## config.mk

```make
export PLATFORM = sky130hd
export DESIGN_NAME = bmdma_regs
export DESIGN_NICKNAME = d
export VERILOG_FILES = /design/src/rtl/bmdma_pkg.sv /design/src/rtl/bmdma_addr_dec.sv /design/src/rtl/bmdma_desc_ptr.sv /design/src/rtl/bmdma_chan_ctl.sv /design/src/rtl/bmdma_regs.sv
export SDC_FILE = /design/constraint.sdc
export NUM_CORES = 1
export LEC_CHECK = 0
export BUFFER_PORTS_ARGS = -buffer_cell sky130_fd_sc_hd__buf_2
export CORE_UTILIZATION = 52
export CTS_CLUSTER_DIAMETER = 120
export DETAILED_ROUTE_END_ITERATION = 7
export GPL_ROUTABILITY_DRIVEN = 0
export PLACE_DENSITY = 0.8
export SETUP_SLACK_MARGIN = 0.4
export SYNTH_ARGS = -nofsm -noshare
export SYNTH_HDL_FRONTEND = slang
export SYNTH_SLANG_ARGS = --single-unit
```

## constraint.sdc

```tcl
create_clock -name clk -period 2.2 [get_ports clk]
set_input_delay 0.44 -clock clk [delete_from_list [all_inputs] [get_ports clk]]
set_output_delay 0.44 -clock clk [all_outputs]
set_load 0.01 [all_outputs]
```

## src/rtl/bmdma_pkg.sv

```systemverilog
package bmdma_pkg;

    localparam logic [2:0] OFS_CMD  = 3'd0;
    localparam logic [2:0] OFS_STAT = 3'd2;

    localparam int CMD_GO_BIT  = 0;
    localparam int CMD_DIR_BIT = 3;

    localparam logic [7:0] STAT_SW_MASK  = 8'h60;
    localparam logic [7:0] STAT_RO_MASK  = 8'h01;
    localparam logic [7:0] STAT_W1C_MASK = 8'h06;

    typedef enum logic [1:0] {
        SEL_NONE,
        SEL_CMD,
        SEL_STAT,
        SEL_PTR
    } reg_sel_e;

    // status bits held in flops apart from the active flag
    typedef struct packed {
        logic [1:0] sw;
        logic       intr;
        logic       err;
    } stat_keep_t;

    function automatic logic [7:0] stat_pack(input stat_keep_t k, input logic act);
        return {1'b0, k.sw, 2'b00, k.intr, k.err, act};
    endfunction

    function automatic logic [7:0] stat_merge(input logic [7:0] old, input logic [7:0] wv);
        return (wv & STAT_SW_MASK) | (old & STAT_RO_MASK) | (old & ~wv & STAT_W1C_MASK);
    endfunction

    function automatic logic [7:0] cmd_pack(input logic go, input logic dir);
        logic [7:0] b;
        b = 8'h00;
        b[CMD_GO_BIT]  = go;
        b[CMD_DIR_BIT] = dir;
        return b;
    endfunction

endpackage

```

## src/rtl/bmdma_addr_dec.sv

```systemverilog
module bmdma_addr_dec
    import bmdma_pkg::*;
#(
    parameter int NCH    = 2,
    parameter int CH_W   = 1,
    parameter int ADDR_W = 4
) (
    input  logic [ADDR_W-1:0] addr_i,
    input  logic              wr_i,
    output reg_sel_e          sel_o,
    output logic [CH_W-1:0]   ch_o,
    output logic              ch_ok_o,
    output logic [1:0]        lane_o,
    output logic [NCH-1:0]    cmd_we_o,
    output logic [NCH-1:0]    st_we_o,
    output logic [NCH-1:0]    ptr_we_o
);

    logic [2:0] ofs;

    always_comb begin
        ofs     = addr_i[2:0];
        ch_o    = addr_i[ADDR_W-1:3];
        ch_ok_o = (int'(ch_o) < NCH);
        lane_o  = ofs[1:0];
        if (ofs[2])               sel_o = SEL_PTR;
        else if (ofs == OFS_CMD)  sel_o = SEL_CMD;
        else if (ofs == OFS_STAT) sel_o = SEL_STAT;
        else                      sel_o = SEL_NONE;
    end

    for (genvar c = 0; c < NCH; c++) begin : g_we
        logic hit;
        assign hit         = wr_i && (ch_o == CH_W'(c));
        assign cmd_we_o[c] = hit && (sel_o == SEL_CMD);
        assign st_we_o[c]  = hit && (sel_o == SEL_STAT);
        assign ptr_we_o[c] = hit && (sel_o == SEL_PTR);
    end

endmodule

```

## src/rtl/bmdma_desc_ptr.sv

```systemverilog
module bmdma_desc_ptr #(
    parameter int PTR_W  = 32,
    parameter int LANE_W = 2
) (
    input  logic              clk,
    input  logic              rst,
    input  logic              we_i,
    input  logic [LANE_W-1:0] lane_i,
    input  logic [7:0]        wdata_i,
    output logic [PTR_W-1:0]  ptr_o
);

    localparam int NLANE = PTR_W / 8;

    logic [PTR_W-1:0] ptr_q;

    for (genvar l = 0; l < NLANE; l++) begin : g_lane
        logic [7:0] lane_d;
        if (l == 0) begin : g_low
            assign lane_d = {wdata_i[7:2], 2'b00};
        end else begin : g_hi
            assign lane_d = wdata_i;
        end
        always_ff @(posedge clk) begin
            if (rst)
                ptr_q[l*8 +: 8] <= 8'h00;
            else if (we_i && (lane_i == LANE_W'(l)))
                ptr_q[l*8 +: 8] <= lane_d;
        end
    end

    assign ptr_o = ptr_q;

    p_ptr_hold_r9: assert property (@(posedge clk) disable iff (rst)
        !we_i |=> $stable(ptr_q));

endmodule

```

## src/rtl/bmdma_chan_ctl.sv

```systemverilog
module bmdma_chan_ctl
    import bmdma_pkg::*;
(
    input  logic       clk,
    input  logic       rst,
    input  logic       cmd_we_i,
    input  logic       st_we_i,
    input  logic       st_wide_i,
    input  logic [7:0] wdata_i,
    input  logic       done_i,
    input  logic       fail_i,
    output logic [7:0] cmd_byte_o,
    output logic [7:0] st_byte_o,
    output logic       start_o,
    output logic       rewind_o,
    output logic       dir_o,
    output logic       irq_o,
    output logic       size_err_o
);

    logic       run_q, dir_q, start_q, rewind_q, serr_q;
    stat_keep_t keep_q;

    logic       ev, cmd_ok, st_ok;
    logic [7:0] old_b, mrg;
    stat_keep_t keep_d;
    logic       run_d, dir_d;

    always_comb begin
        ev     = run_q && (done_i || fail_i);
        cmd_ok = cmd_we_i && !run_q;
        st_ok  = st_we_i && !st_wide_i;
        old_b  = stat_pack(keep_q, run_q);
        mrg    = st_ok ? stat_merge(old_b, wdata_i) : old_b;
        keep_d.sw   = mrg[6:5];
        keep_d.intr = mrg[2] | ev;
        keep_d.err  = mrg[1] | (ev && fail_i);
        if (ev)          run_d = 1'b0;
        else if (cmd_ok) run_d = wdata_i[CMD_GO_BIT];
        else             run_d = run_q;
        dir_d = cmd_ok ? wdata_i[CMD_DIR_BIT] : dir_q;
    end

    always_ff @(posedge clk) begin
        if (rst) begin
            run_q    <= 1'b0;
            dir_q    <= 1'b0;
            keep_q   <= '0;
            start_q  <= 1'b0;
            rewind_q <= 1'b0;
            serr_q   <= 1'b0;
        end else begin
            run_q    <= run_d;
            dir_q    <= dir_d;
            keep_q   <= keep_d;
            start_q  <= cmd_ok && wdata_i[CMD_GO_BIT];
            rewind_q <= cmd_ok && !wdata_i[CMD_GO_BIT];
            serr_q   <= st_we_i && st_wide_i;
        end
    end

    assign cmd_byte_o = cmd_pack(run_q, dir_q);
    assign st_byte_o  = stat_pack(keep_q, run_q);
    assign start_o    = start_q;
    assign rewind_o   = rewind_q;
    assign dir_o      = dir_q;
    assign irq_o      = keep_q.intr;
    assign size_err_o = serr_q;

    p_launch_from_idle_r2: assert property (@(posedge clk) disable iff (rst)
        start_q |-> (run_q && !$past(run_q)));

    p_rewind_idle_r3: assert property (@(posedge clk) disable iff (rst)
        rewind_q |-> !run_q);

    p_no_abort_r4: assert property (@(posedge clk) disable iff (rst)
        (run_q && !done_i && !fail_i) |=> run_q);

    p_done_irq_r5: assert property (@(posedge clk) disable iff (rst)
        (run_q && done_i) |=> (irq_o && !run_q));

    p_fail_err_r6: assert property (@(posedge clk) disable iff (rst)
        (run_q && fail_i) |=> (keep_q.err && !run_q));

    p_active_ro_r7: assert property (@(posedge clk) disable iff (rst)
        (st_we_i && !cmd_we_i && !run_q) |=> !run_q);

    p_wide_reject_r8: assert property (@(posedge clk) disable iff (rst)
        (st_we_i && st_wide_i && !run_q && !cmd_we_i) |=> ($stable(keep_q) && serr_q));

    p_idle_event_r11: assert property (@(posedge clk) disable iff (rst)
        (!run_q && !cmd_we_i && !st_we_i && (done_i || fail_i)) |=> ($stable(keep_q) && !run_q));

endmodule

```

## src/rtl/bmdma_regs.sv

```systemverilog
module bmdma_regs
    import bmdma_pkg::*;
#(
    parameter int NCH    = 2,
    parameter int PTR_W  = 32,
    parameter int ADDR_W = 3 + ((NCH > 1) ? $clog2(NCH) : 1)
) (
    input  logic                 clk,
    input  logic                 rst,
    input  logic                 reg_wr,
    input  logic                 reg_wide,
    input  logic [ADDR_W-1:0]    reg_addr,
    input  logic [7:0]           reg_wdata,
    output logic [7:0]           reg_rdata,
    output logic                 reg_err,
    output logic [NCH-1:0]       xfer_start,
    output logic [NCH-1:0]       xfer_to_mem,
    input  logic [NCH-1:0]       xfer_done,
    input  logic [NCH-1:0]       xfer_fail,
    output logic [NCH-1:0]       tbl_rewind,
    output logic [NCH*PTR_W-1:0] desc_base,
    output logic [NCH-1:0]       irq
);

    localparam int CH_W = ADDR_W - 3;

    reg_sel_e        sel;
    logic [CH_W-1:0] ch;
    logic            ch_ok;
    logic [1:0]      lane;
    logic [NCH-1:0]  cmd_we, st_we, ptr_we, serr;
    logic [7:0]      cmd_b [NCH];
    logic [7:0]      st_b  [NCH];
    logic [PTR_W-1:0] ptr_v [NCH];

    bmdma_addr_dec #(.NCH(NCH), .CH_W(CH_W), .ADDR_W(ADDR_W)) u_dec (
        .addr_i  (reg_addr),
        .wr_i    (reg_wr),
        .sel_o   (sel),
        .ch_o    (ch),
        .ch_ok_o (ch_ok),
        .lane_o  (lane),
        .cmd_we_o(cmd_we),
        .st_we_o (st_we),
        .ptr_we_o(ptr_we)
    );

    for (genvar c = 0; c < NCH; c++) begin : g_ch
        bmdma_chan_ctl u_ctl (
            .clk       (clk),
            .rst       (rst),
            .cmd_we_i  (cmd_we[c]),
            .st_we_i   (st_we[c]),
            .st_wide_i (reg_wide),
            .wdata_i   (reg_wdata),
            .done_i    (xfer_done[c]),
            .fail_i    (xfer_fail[c]),
            .cmd_byte_o(cmd_b[c]),
            .st_byte_o (st_b[c]),
            .start_o   (xfer_start[c]),
            .rewind_o  (tbl_rewind[c]),
            .dir_o     (xfer_to_mem[c]),
            .irq_o     (irq[c]),
            .size_err_o(serr[c])
        );

        bmdma_desc_ptr #(.PTR_W(PTR_W), .LANE_W(2)) u_ptr (
            .clk    (clk),
            .rst    (rst),
            .we_i   (ptr_we[c]),
            .lane_i (lane),
            .wdata_i(reg_wdata),
            .ptr_o  (ptr_v[c])
        );

        assign desc_base[c*PTR_W +: PTR_W] = ptr_v[c];
    end

    assign reg_err = |serr;

    always_comb begin
        reg_rdata = 8'h00;
        for (int c = 0; c < NCH; c++) begin
            if (ch_ok && (int'(ch) == c)) begin
                case (sel)
                    SEL_CMD:  reg_rdata = cmd_b[c];
                    SEL_STAT: reg_rdata = st_b[c];
                    SEL_PTR:  reg_rdata = ptr_v[c][lane*8 +: 8];
                    default:  reg_rdata = 8'h00;
                endcase
            end
        end
    end

    p_one_target_r10: assert property (@(posedge clk) disable iff (rst)
        $onehot0({cmd_we, st_we, ptr_we}));

endmodule

```

Yosys cells after proc, flatten, opt, wreduce, memory -nomap -nowiden --
Cells that the tools add are included.
Storage, ports and cells: input port bits 20, register bits 78
Operators by class: reduce and logical (&&, ||, !) cells 41, bitwise operators 12, shift operators 2, equal/unequal tests 7, mux-type cells 8
Operators by type and width (count):
- 32-bit by 6-bit variable part select with 8-bit output | 2
- 8-bit one-hot mux with 3 select lines | 2
- 1-bit logical AND | 30
- 7-bit by 1-bit OR with 7-bit output | 2
- 7-bit by 3-bit OR with 7-bit output | 2
- 2-bit equality test (second input constant) | 4
- 8-bit 2-to-1 mux | 1
- 3-bit AND | 2
- 2-bit 2-to-1 mux | 3
- 3-bit 2-to-1 mux | 2
- 2-bit OR reduction | 3
- 2-bit by 1-bit equality test with 1-bit output (second input constant) | 2
- 1-bit logical NOT | 4
- 1-bit OR | 4
- 3-bit by 2-bit equality test with 1-bit output (second input constant) | 1
- 3-bit logical NOT | 1
- 3-bit inverter | 1
- 2-bit logical NOT | 1
- 1-bit logical OR | 2
- 1-bit inverter | 1

Logic depth before layout (Yosys ltp) --
Gate-level depths: netlist of the first run.
word-level depth 9, mapped depth 7, mapped depth without buffers 4

Modules after synthesis --
Synthesis of the first run repeated with hierarchy kept, for this count alone.
Unflattened totals: cells, all modules 462, area total of the unflattened synthesis 4306.6 um^2
By module, submodules not included:
- bmdma_desc_ptr | area each 1224.9 um^2, seq. area each 600.6 um^2, cells an instance 113, instances 2
- bmdma_regs | area each 887.1 um^2, seq. area each 0.0 um^2, cells an instance 130, instances 1
- bmdma_chan_ctl | area each 426.7 um^2, seq. area each 180.2 um^2, cells an instance 45, instances 2
- bmdma_addr_dec | area each 116.4 um^2, seq. area each 0.0 um^2, cells an instance 16, instances 1

Least setup slack after synthesis of the first run --
Ideal clock, no wire load.
kind input to output, start point input port reg_addr[0], end point output port reg_rdata[6], data required time 1.760 ns, data arrival time 1.574 ns, path slack 0.186 ns, buffers on the path 2, cell stages on the path 4, cells stage by stage buf_6 > buf_4 > mux4_2 > o221a_2
Between the ends: word-level cells in the longest chain between the ends 7, elaborated cells on any way between the ends 13, those cells by class eq/ne: 4; shift: 2; mux: 6; reduce/logical: 1
Ends and longest elaborated chain:
- from (decl) | line bmdma_regs.sv:12 | input logic [ADDR_W-1:0] reg_addr,
- 3-bit by 2-bit equality test with 1-bit output | line bmdma_addr_dec.sv:28 | else if (ofs == OFS_STAT) sel_o = SEL_STAT;
- 2-bit 2-to-1 mux | line bmdma_addr_dec.sv:28
- 2-bit 2-to-1 mux | line bmdma_addr_dec.sv:27 | else if (ofs == OFS_CMD) sel_o = SEL_CMD;
- 2-bit 2-to-1 mux | line bmdma_addr_dec.sv:26 | if (ofs[2]) sel_o = SEL_PTR;
- 2-bit equality test or 2-bit by 1-bit equality test with 1-bit output (tied branches) | line bmdma_regs.sv:85 | case (sel)
- 8-bit one-hot mux with 3 select lines | line bmdma_regs.sv:85
- 8-bit 2-to-1 mux (*) | line bmdma_regs.sv:84 | if (ch_ok && (int'(ch) == c)) begin
- to (decl) | line bmdma_regs.sv:14 | output logic [7:0] reg_rdata,
Mark *: on every way between the ends. The rest lies on a longest branch, timed or not.

Worst setup path in the final report of the first run --
start point input port reg_addr[2], end point output port reg_rdata[6]
Between the ends: word-level cells in the longest chain between the ends 7, elaborated cells on any way between the ends 11, those cells by class eq/ne: 4; mux: 6; reduce/logical: 1
Ends and longest elaborated chain (line):
- 3-bit by 2-bit equality test with 1-bit output | bmdma_addr_dec.sv:28
- 2-bit 2-to-1 mux | bmdma_addr_dec.sv:28
- 2-bit 2-to-1 mux | bmdma_addr_dec.sv:27
- 2-bit 2-to-1 mux (*) | bmdma_addr_dec.sv:26
- 2-bit equality test or 2-bit by 1-bit equality test with 1-bit output (tied branches) | bmdma_regs.sv:85
- 8-bit one-hot mux with 3 select lines | bmdma_regs.sv:85
- 8-bit 2-to-1 mux (*) | bmdma_regs.sv:84
Marks and branches as above.

==> impl_metrics.toml, run 1 <==
[critical_path]
worstSetupPathType = "in2out"
rr_endpoint = "g_ch[0].u_ctl.dir_o$_SDFFE_PP0P_"
r2r-start = "g_ch[0].u_ctl.run_q$_SDFFE_PP0P_"
rr_worst_depth = 3
r2r_slack_ps = 1010
path_max_fanout = 12
worst_setup_path_end_kind = "primary output"
crit_required_ps = 1760
worst_ep_arrival_time_ps = 1640
startpoint_type = "primary input"

[sta]
setup_violations = 0
period_share = 0.9467
rsz0062_at_grt = "yes"
slew_headroom = 0.6257
layout_min_cycle_time_ps = 2083
finClkSkew_ps = 6.995
finalWorstSetupSlack_ps = 117.2
fmax_mhz = 480.1
max_slew.worst_pin.slew_ps = 561.5
report.final.slew_viol_count = 0
whs_ps = 370.8
setup_tns_ps = 0
hold_viol_final = 0

[clock_tree]
htree_levels = 3
clock-root-buffer = "clkbuf_8"
numCtsBuffers = 9
cts_tree = "done"
insertion_delay_ps = 370
holdBufCountCts = 0
cts_buffer_depth = 2
clk_pin_slew_ps = 80
clock-sinks = 78

[floorplanning]
start_util = 0.5367
die_x_um = 85.51
rows = 30
core-area_mm2 = 0.006756
die_y_um = 85.51
die_area_mm2 = 0.007311
io_pins = 101

[yosys]
synthCells = 370
ys_warn_count = 0
synth_edf_count = 0
yosysSeqAreaShare = 0.4306
yosys_most_used_dff = "dfxtp_1"
syn_avg_cell_area_um2 = 9.800
ys_ff_latch = 78
synth.distinct_cells = 38
synthesis.area_mm2 = 0.003626
async_flop_share = 0

[layout]
layout.nets = 495
nFillCells = 496
instances_no_fill = 560
drive_above_1_share = 0.4208
area_delta_synth_final_pct = 29.95
antenna_cells = 0
utilization = 0.6974

[hold_path]
worst_hold_path_type = "in2reg"
hold_depth = 3
whs_endpoint = "g_ch[0].u_ctl.size_err_o$_SDFF_PP0_"
hp-start = "reg_wide"

[route]
antenna_left = 0
dr_total_vias = 3213
drc = 0
vias_per_cell = 5.738
drt_iter0_drc = 236
wire_per_inst_um = 18.57
drt_pass1_iterations = 7
wl_um = 10400

[pwr]
leakage_uw = 0.002288
ir_drop_mv = 0.6933
p_per_area_mw_per_mm2 = 658.5

[global_routing]
grt_antenna_before_repair = 0
grt_pass1_wl_um = 15990
grt_use_total = 0.2901
grt_pass1_vias = 3171
grt_remaining_overflow = 0
grt_max_degree = 53

[placement]
place_inst = 528
hpwl_um = 7076
dp_slack_ps = -48.39
port_buffers = 96

[run]
cap_violations = 0

[outcome]
status = "finished, final reports clean"
power breakdown:
| part | switching (uW) | total, uW | internal (uW) |
|---|---|---|---|
| registers | 13.9 | 1440 | 1430 |
| logic | 183 | 317 | 134 |
| clock network | 552 | 1340 | 792 |
| total | 749 | 3100 | 2350 |
cell type report:
type | count | area [um^2] | area share
clock buffers | 10 | 137.6 | 0.02921
clock inverters | 6 | 115.1 | 0.02443
inverters | 5 | 18.77 | 0.003983
multi-input cells | 249 | 1919 | 0.4073
flip-flops and latches | 78 | 1579 | 0.3351
well taps | 80 | 100.1 | 0.02124
repair buffers | 132 | 842.1 | 0.1787
per-layer routing:
metal / track usage / up-vias / part of all wire
met5: 0 / - / 0
met4: 0.1121 / 0 / 0.022
met3: 0.08758 / 25 / 0.082
met2: 0.4945 / 172 / 0.50
met1: 0.3444 / 1541 / 0.39
li1: - / 1475 / -
sequential cells by signal (all words and copies together) (netlist names):
| signal | cells |
|---|---|
| g_ch.u_ctl.run_q | 2 |
| g_ch.u_ptr.ptr_o | 60 |
| g_ch.u_ctl.size_err_o | 2 |
| g_ch.u_ctl.st_byte_o | 6 |
| g_ch.u_ctl.rewind_o | 2 |
| g_ch.u_ctl.dir_o | 2 |
| g_ch.u_ctl.start_o | 2 |
| g_ch.u_ctl.irq_o | 2 |
critical path: stages:
cell,delay (ps)
clkbuf_4,190
nor3b_4,320
nand2_1,140
a21oi_1,220
o221a_4,220
buf_2,120
Yosys cell counts (all sizes together) (2+ instances only):
cell,count,area share
dfxtp,78,0.43
nor2,77,0.080
mux2i,68,0.19
buf,24,0.047
nand2,19,0.020
clkbuf,17,0.018
a21oi,16,0.022
nor3,11,0.030
mux4,10,0.062
or3,7,0.012
inv,5,0.0052
mux2,5,0.016
a221oi,4,0.0097
nand2b,3,0.0052
o21ai,3,0.0041
a21bo,2,0.0055
a311oi,2,0.0048
a31oi,2,0.0035
nand3,2,0.0028
o221a,2,0.0062
o2bb2ai,2,0.0048
worst max path at each step:
stage,start,endpoint,cells after the start
after floorplan,reg_addr[0],reg_rdata[6],4
after global placement,reg_addr[0],reg_rdata[5],6
after detailed placement,reg_addr[0],reg_rdata[4],6
after CTS,g_ch[1].u_ptr.ptr_o[27]$_SDFFE_PP0P_,reg_rdata[3],5
after global routing,reg_addr[2],reg_rdata[6],6
final,reg_addr[2],reg_rdata[6],6
logic make-up after synthesis:
kind of cell | after synthesis | share of synthesized area
buffers and inverters | 46 | 0.07005
AO/OA/AOI/OAI | 39 | 0.07454
multiplexers | 83 | 0.2654
flip-flops | 78 | 0.4306
AND/OR/NAND/NOR | 123 | 0.1584
other | 1 | 0.001034
placed cells by master, fill, tap and decap left out, drive strengths merged, types with 3 or more instances in the layout:
| master | n |
|---|---|
| a21oi | 16 |
| a221oi | 4 |
| buf | 130 |
| bufinv | 3 |
| clkbuf | 12 |
| conb | 4 |
| dfxtp | 78 |
| inv | 7 |
| mux2 | 5 |
| mux2i | 68 |
| mux4 | 10 |
| nand2 | 19 |
| nand2b | 3 |
| nor2 | 77 |
| nor3 | 11 |
| o21ai | 3 |
| or3 | 7 |
per-stage QoR:
step           area, um^2  power [uW]
6_report             4712        3103
5_1_grt              4712        3209
4_1_cts              4616        3094
3_5_place_dp         4173        1744
3_3_place_gp         4173        1737
2_1_floorplan        3686        1659
what timing repair did:
| item | in CTS | in global routing |
|---|---|---|
| pin swaps | 7 | 2 |
| gates resized for setup | 32 | 11 |
| endpoints found under the setup margin | 8 | 8 |
| buffers inserted | 11 | 4 |
| cloned | 0 | 1 |
No activity file was read; power rests on OpenSTA's default activity.
==> run 2: changes to the inputs <==
==> constraint.sdc (replaced) <==
create_clock -name clk -period 2.2 [get_ports clk]
set_input_delay 0 -clock clk [delete_from_list [all_inputs] [get_ports clk]]
set_output_delay 0 -clock clk [all_outputs]
set_load 0.01 [all_outputs]
==> run 2 against run 1 <==
Effect of this change: non-clock buffer count decreased by 25; setup slack gained 420 ps; cell count is 4.6% lower; sequential power is essentially flat; register-to-register slack lost 260 ps; clock skew up 0.79 ps; first-iteration DRC count decreased by 18%; sequential share of layout area grew 2.8 points; design area fell by 8.7%; critical endpoint is now reg_rdata[5]; power down 7.8%; via count fell by 4.8%; global-route usage down 2.3 points.
==> impl_metrics.toml, run 2 (synthesis gave the netlist of run 1 again) <==
[clock_tree]
insertion_delay_ps = 360
clk_pin_slew_ps = 80
htree_levels = 3
cts_tree = "done"
cts_buffer_depth = 2
clock-root-buffer = "clkbuf_8"
numCtsBuffers = 9
clock-sinks = 78

[layout]
antenna_cells = 0
ff_latch_area_mm2 = 0.001562
instances_no_fill = 534
area_delta_synth_final_pct = 18.63
largest_reg_flops = 60
nFillCells = 582
utilization = 0.6367
layout.nets = 470
multiInputGateArea_mm2 = 0.001827
layout_commonest_cell = "buf_2"
drive_above_1_share = 0.3150
mostFrequentLayoutCells = "buf_2, dfxtp_1, nor2_1"

[critical_path]
crit_path_max_incr_delay_ps = 500
worst_ep_arrival_time_ps = 1670
crit_required_ps = 2200
crit_chain = "mux4_2 -> a211oi_1 -> a31oi_1 -> buf_2"
worstSetupPathType = "reg2out"
critPathSlowestCell = "mux4_2"
worst_setup_path_end_kind = "primary output"
startpoint_type = "register"
path_max_fanout = 3

[global_routing]
grt_use_total = 0.2674
grt_max_degree = 50
grt_antenna_before_repair = 0
grt_pass1_vias = 2863
grt_remaining_overflow = 0
grt_pass1_wl_um = 14940

[pwr]
p_per_area_mw_per_mm2 = 665.0
ir_drop_mv = 0.4356
leakage_uw = 0.002058

[sta]
whs_ps = 0.8125
finClkSkew_ps = 7.786
slew_headroom = 0.5935
fmax_mhz = 600.0
layout_min_cycle_time_ps = 1667
setup_tns_ps = 0
period_share = 0.7576
rsz0062_at_grt = "no"
report.final.slew_viol_count = 0
hold_viol_final = 0
finalWorstSetupSlack_ps = 533.2
max_slew.worst_pin.slew_ps = 607.8
setup_violations = 0

[run]
cap_violations = 0

[route]
vias_per_cell = 5.728
drt_iter0_drc = 194
wl_um = 9407
wire_per_inst_um = 17.62
drt_pass1_iterations = 4
dr_total_vias = 3059
antenna_left = 0
drc = 0

[placement]
place_inst = 512
dp_slack_ps = 405.7
port_buffers = 96
hpwl_um = 6446

[floorplanning]
core-area_mm2 = 0.006756
die_y_um = 85.51
rows = 30
io_pins = 101
die_area_mm2 = 0.007311
die_x_um = 85.51
start_util = 0.5367

[outcome]
status = "finished, final reports clean"

[hold_path]
worst_hold_path_type = "in2reg"
run 2: cell count changes in the layout (fill, tap and decap cells not counted), sizes merged:
cell         previous run  this run
inv                     7         5
buf                   130        99
clkinv                  0         1
dlygate4sd3             0         7
clkbuf                 12        10
clkinvlp                1         3
bufinv                  3         2
run 2: timing repair:
action                                  4_1_cts  5_1_grt
endpoints found under the hold margin         8        0
endpoints found under the setup margin        0        4
hold buffers                                  7        0
gates resized for setup                       0        2
buffers inserted                              0        0
run 2: power breakdown:
part | switching [uW] | internal, uW
clock | 533 | 630
sequential | 13.8 | 1430
combinational | 164 | 92.7
total | 711 | 2150
run 2: critical path, delay by kind of cell (launching register included):
family | cells | cell delay (ps)
AOI/OAI and AO/OA | 2 | 320
DFF | 1 | 340
muxes | 1 | 500
buffers and inverters | 1 | 160
run 2: metrics by stage:
stage / power [uW] / area, um^2
after floorplan: 1650 / 3637
after global routing: 2950 / 4302
after CTS: 2868 / 4294
after detailed placement: 1719 / 4013
after global placement: 1714 / 4013
final: 2861 / 4302
run 2: area by class of cell:
class,count,area share
clock buffer,9,0.02880
clock inverter,6,0.02036
sequential,78,0.3630
inverter,5,0.004363
tap,80,0.02327
timing repair buffer,107,0.1355
multi-input combinational,249,0.4247
run 2: worst paths after layout:
path,slack (ps),cells after the start,from,endpoint
min reg2reg,480,2,g_ch[1].u_ctl.dir_o$_SDFFE_PP0P_,g_ch[1].u_ctl.dir_o$_SDFFE_PP0P_
max reg2reg,750,3,g_ch[1].u_ctl.run_q$_SDFFE_PP0P_,g_ch[1].u_ctl.st_byte_o[1]$_SDFF_PP0_
max,530,4,g_ch[0].u_ptr.ptr_o[29]$_SDFFE_PP0P_,reg_rdata[5]
min,0.8,3,reg_wdata[3],g_ch[1].u_ctl.dir_o$_SDFFE_PP0P_
run 2: routing by layer:
| layer | share of wire | up-vias | GRT usage | routed length, um |
|---|---|---|---|---|
| met5 | 0 | - | 0 | 0 |
| met4 | 0.020 | 0 | 0.08939 | 187 |
| met3 | 0.084 | 17 | 0.05197 | 792 |
| met2 | 0.47 | 147 | 0.4247 | 4392 |
| met1 | 0.43 | 1470 | 0.3686 | 4034 |
| li1 | - | 1425 | - | - |
==> run 3: changes to the inputs <==
Settings changed: CORE_UTILIZATION 52 to 47, PLACE_DENSITY 0.8 to 0.76.
Clock period 2.2 ns to 1.5 ns, I/O delays scaled along.
==> run 3 against run 2 <==
Effect of this change: the flow now finishes with violations (setup timing); flip-flop and latch count unchanged; design area up 14%; cell count up 13%; sequential power up 47%; via count up 7.6%; core utilization up 2.9 points; combinational power up 87%.
==> impl_metrics.toml, run 3 (synthesis gave the netlist of run 1 again) <==
[critical_path]
rr_worst_depth = 3
worst_setup_path_end_kind = "primary output"
worst_ep_arrival_time_ps = 1600
crit_required_ps = 1500
r2r_slack_ps = 440
r2r-start = "g_ch[1].u_ctl.run_q$_SDFFE_PP0P_"
path_max_fanout = 2
crit_start = "g_ch[1].u_ptr.ptr_o[27]$_SDFFE_PP0P_"
rr_endpoint = "g_ch[1].u_ctl.dir_o$_SDFFE_PP0P_"
crit_end = "reg_rdata[3]"
worstSetupPathType = "reg2out"
startpoint_type = "register"

[global_routing]
grt_antenna_before_repair = 0
grt_use_total = 0.2608
grt_max_degree = 36
grt_remaining_overflow = 0
grt_pass1_wl_um = 16240
grt_pass1_vias = 3090

[sta]
finClkSkew_ps = 5.049
finalWorstSetupSlack_ps = -99.61
layout_min_cycle_time_ps = 1600
hold_viol_final = 0
setup_tns_ps = -348.2
rsz0062_at_grt = "yes"
report.final.slew_viol_count = 0
fmax_mhz = 625.2
setup_violations = 5
period_share = 1.066

[route]
vias_per_cell = 5.459
antenna_left = 0
wire_per_inst_um = 17.30
drc = 0
wl_um = 10430
drt_pass1_iterations = 4
dr_total_vias = 3292
drt_iter0_drc = 190

[clock_tree]
cts_buffer_depth = 2
numCtsBuffers = 9
clock-sinks = 78
insertion_delay_ps = 360
clk_pin_slew_ps = 70
clock-root-buffer = "clkbuf_8"
cts_tree = "done"
htree_levels = 3

[layout]
multiInputGateArea_mm2 = 0.001946
drive_above_1_share = 0.4802
nFillCells = 594
antenna_cells = 0
ff_latch_area_mm2 = 0.001603
final_cell_area_mm2 = 0.004902
layout.nets = 519
mostFrequentLayoutCells = "buf_2, nor2_1, mux2i_1"
layout_commonest_cell = "buf_2"
area_delta_synth_final_pct = 35.20
largest_reg_flops = 60

[floorplanning]
die_area_mm2 = 0.008070
start_util = 0.4920
die_x_um = 89.84
core-area_mm2 = 0.007370
rows = 31
io_pins = 101
die_y_um = 89.84

[outcome]
violations = "setup timing"
status = "complete, but fails checks"

[run]
cap_violations = 0

[placement]
hpwl_um = 7081
dpl_cell_area_mm2 = 0.004327
port_buffers = 96

[pwr]
leakage_uw = 0.002389
ir_drop_mv = 0.4937
p_per_area_mw_per_mm2 = 858.9

[hold_path]
worst_hold_path_type = "in2reg"
-- run 3: layer usage --
| metal | track usage | part of all wire | vias to the layer above |
|---|---|---|---|
| li1 | - | - | 1526 |
| met1 | 0.3443 | 0.44 | 1617 |
| met2 | 0.4205 | 0.48 | 136 |
| met3 | 0.04569 | 0.064 | 13 |
| met4 | 0.1120 | 0.016 | 0 |
| met5 | 0 | 0 | - |
-- run 3: layout make-up --
class,count,share of cell area
clock buffer,12,0.03165
clock inverter,4,0.009188
inverter,5,0.003828
multi-input combinational,249,0.3969
sequential,78,0.3270
tap,99,0.02527
timing repair buffer,156,0.2062
-- run 3: how the worst min path moves through the flow --
stage | from | to | cells after the start
after floorplan | reg_wide | g_ch[0].u_ctl.size_err_o$_SDFF_PP0_ | 2
after detailed placement | xfer_fail[1] | g_ch[1].u_ctl.st_byte_o[1]$_SDFF_PP0_ | 3
after global routing | reg_wdata[6] | g_ch[0].u_ptr.ptr_o[30]$_SDFFE_PP0P_ | 3
after CTS | reg_wdata[0] | g_ch[0].u_ctl.rewind_o$_SDFF_PP0_ | 2
final | reg_wdata[3] | g_ch[1].u_ctl.dir_o$_SDFFE_PP0P_ | 3
after global placement | xfer_fail[1] | g_ch[1].u_ctl.st_byte_o[1]$_SDFF_PP0_ | 3
-- run 3: through the flow --
stage	total power, uW	setup slack [ps]	hold WS [ps]	cells	util
after floorplan	2433	361.3	149.6	373	-
after global placement	2575	94.29	309.4	559	0.5871
after detailed placement	2582	82.04	309.9	559	0.5871
after CTS	4206	-98.92	0.8822	599	0.6570
after global routing	4343	-154.4	31.78	603	0.6652
final	4211	-99.61	14.79	603	0.6652
-- run 3: report_power, final --
part / switching, uW / internal, uW / leakage (uW)
combinational: 278 / 202 / 0.00164
sequential: 18.5 / 2100 / 0.000646
clock: 765 / 852 / 0.000106
-- run 3: repair_timing --
| action | 4_1_cts | 5_1_grt |
|---|---|---|
| hold endpoints to repair | 18 | 0 |
| buffers inserted | 16 | 4 |
| gates cloned | 0 | 0 |
| gates resized for setup | 45 | 9 |
| endpoints found under the setup margin | 9 | 19 |
| hold buffers | 8 | 0 |
| pin swaps | 11 | 5 |
-- run 3: worst max-delay path: stages (launching register included) --
cell     delay, ps
dfxtp_2        330
mux4_2         480
nand2_1         80
o221a_2        180
a21oi_2         40
buf_2          140
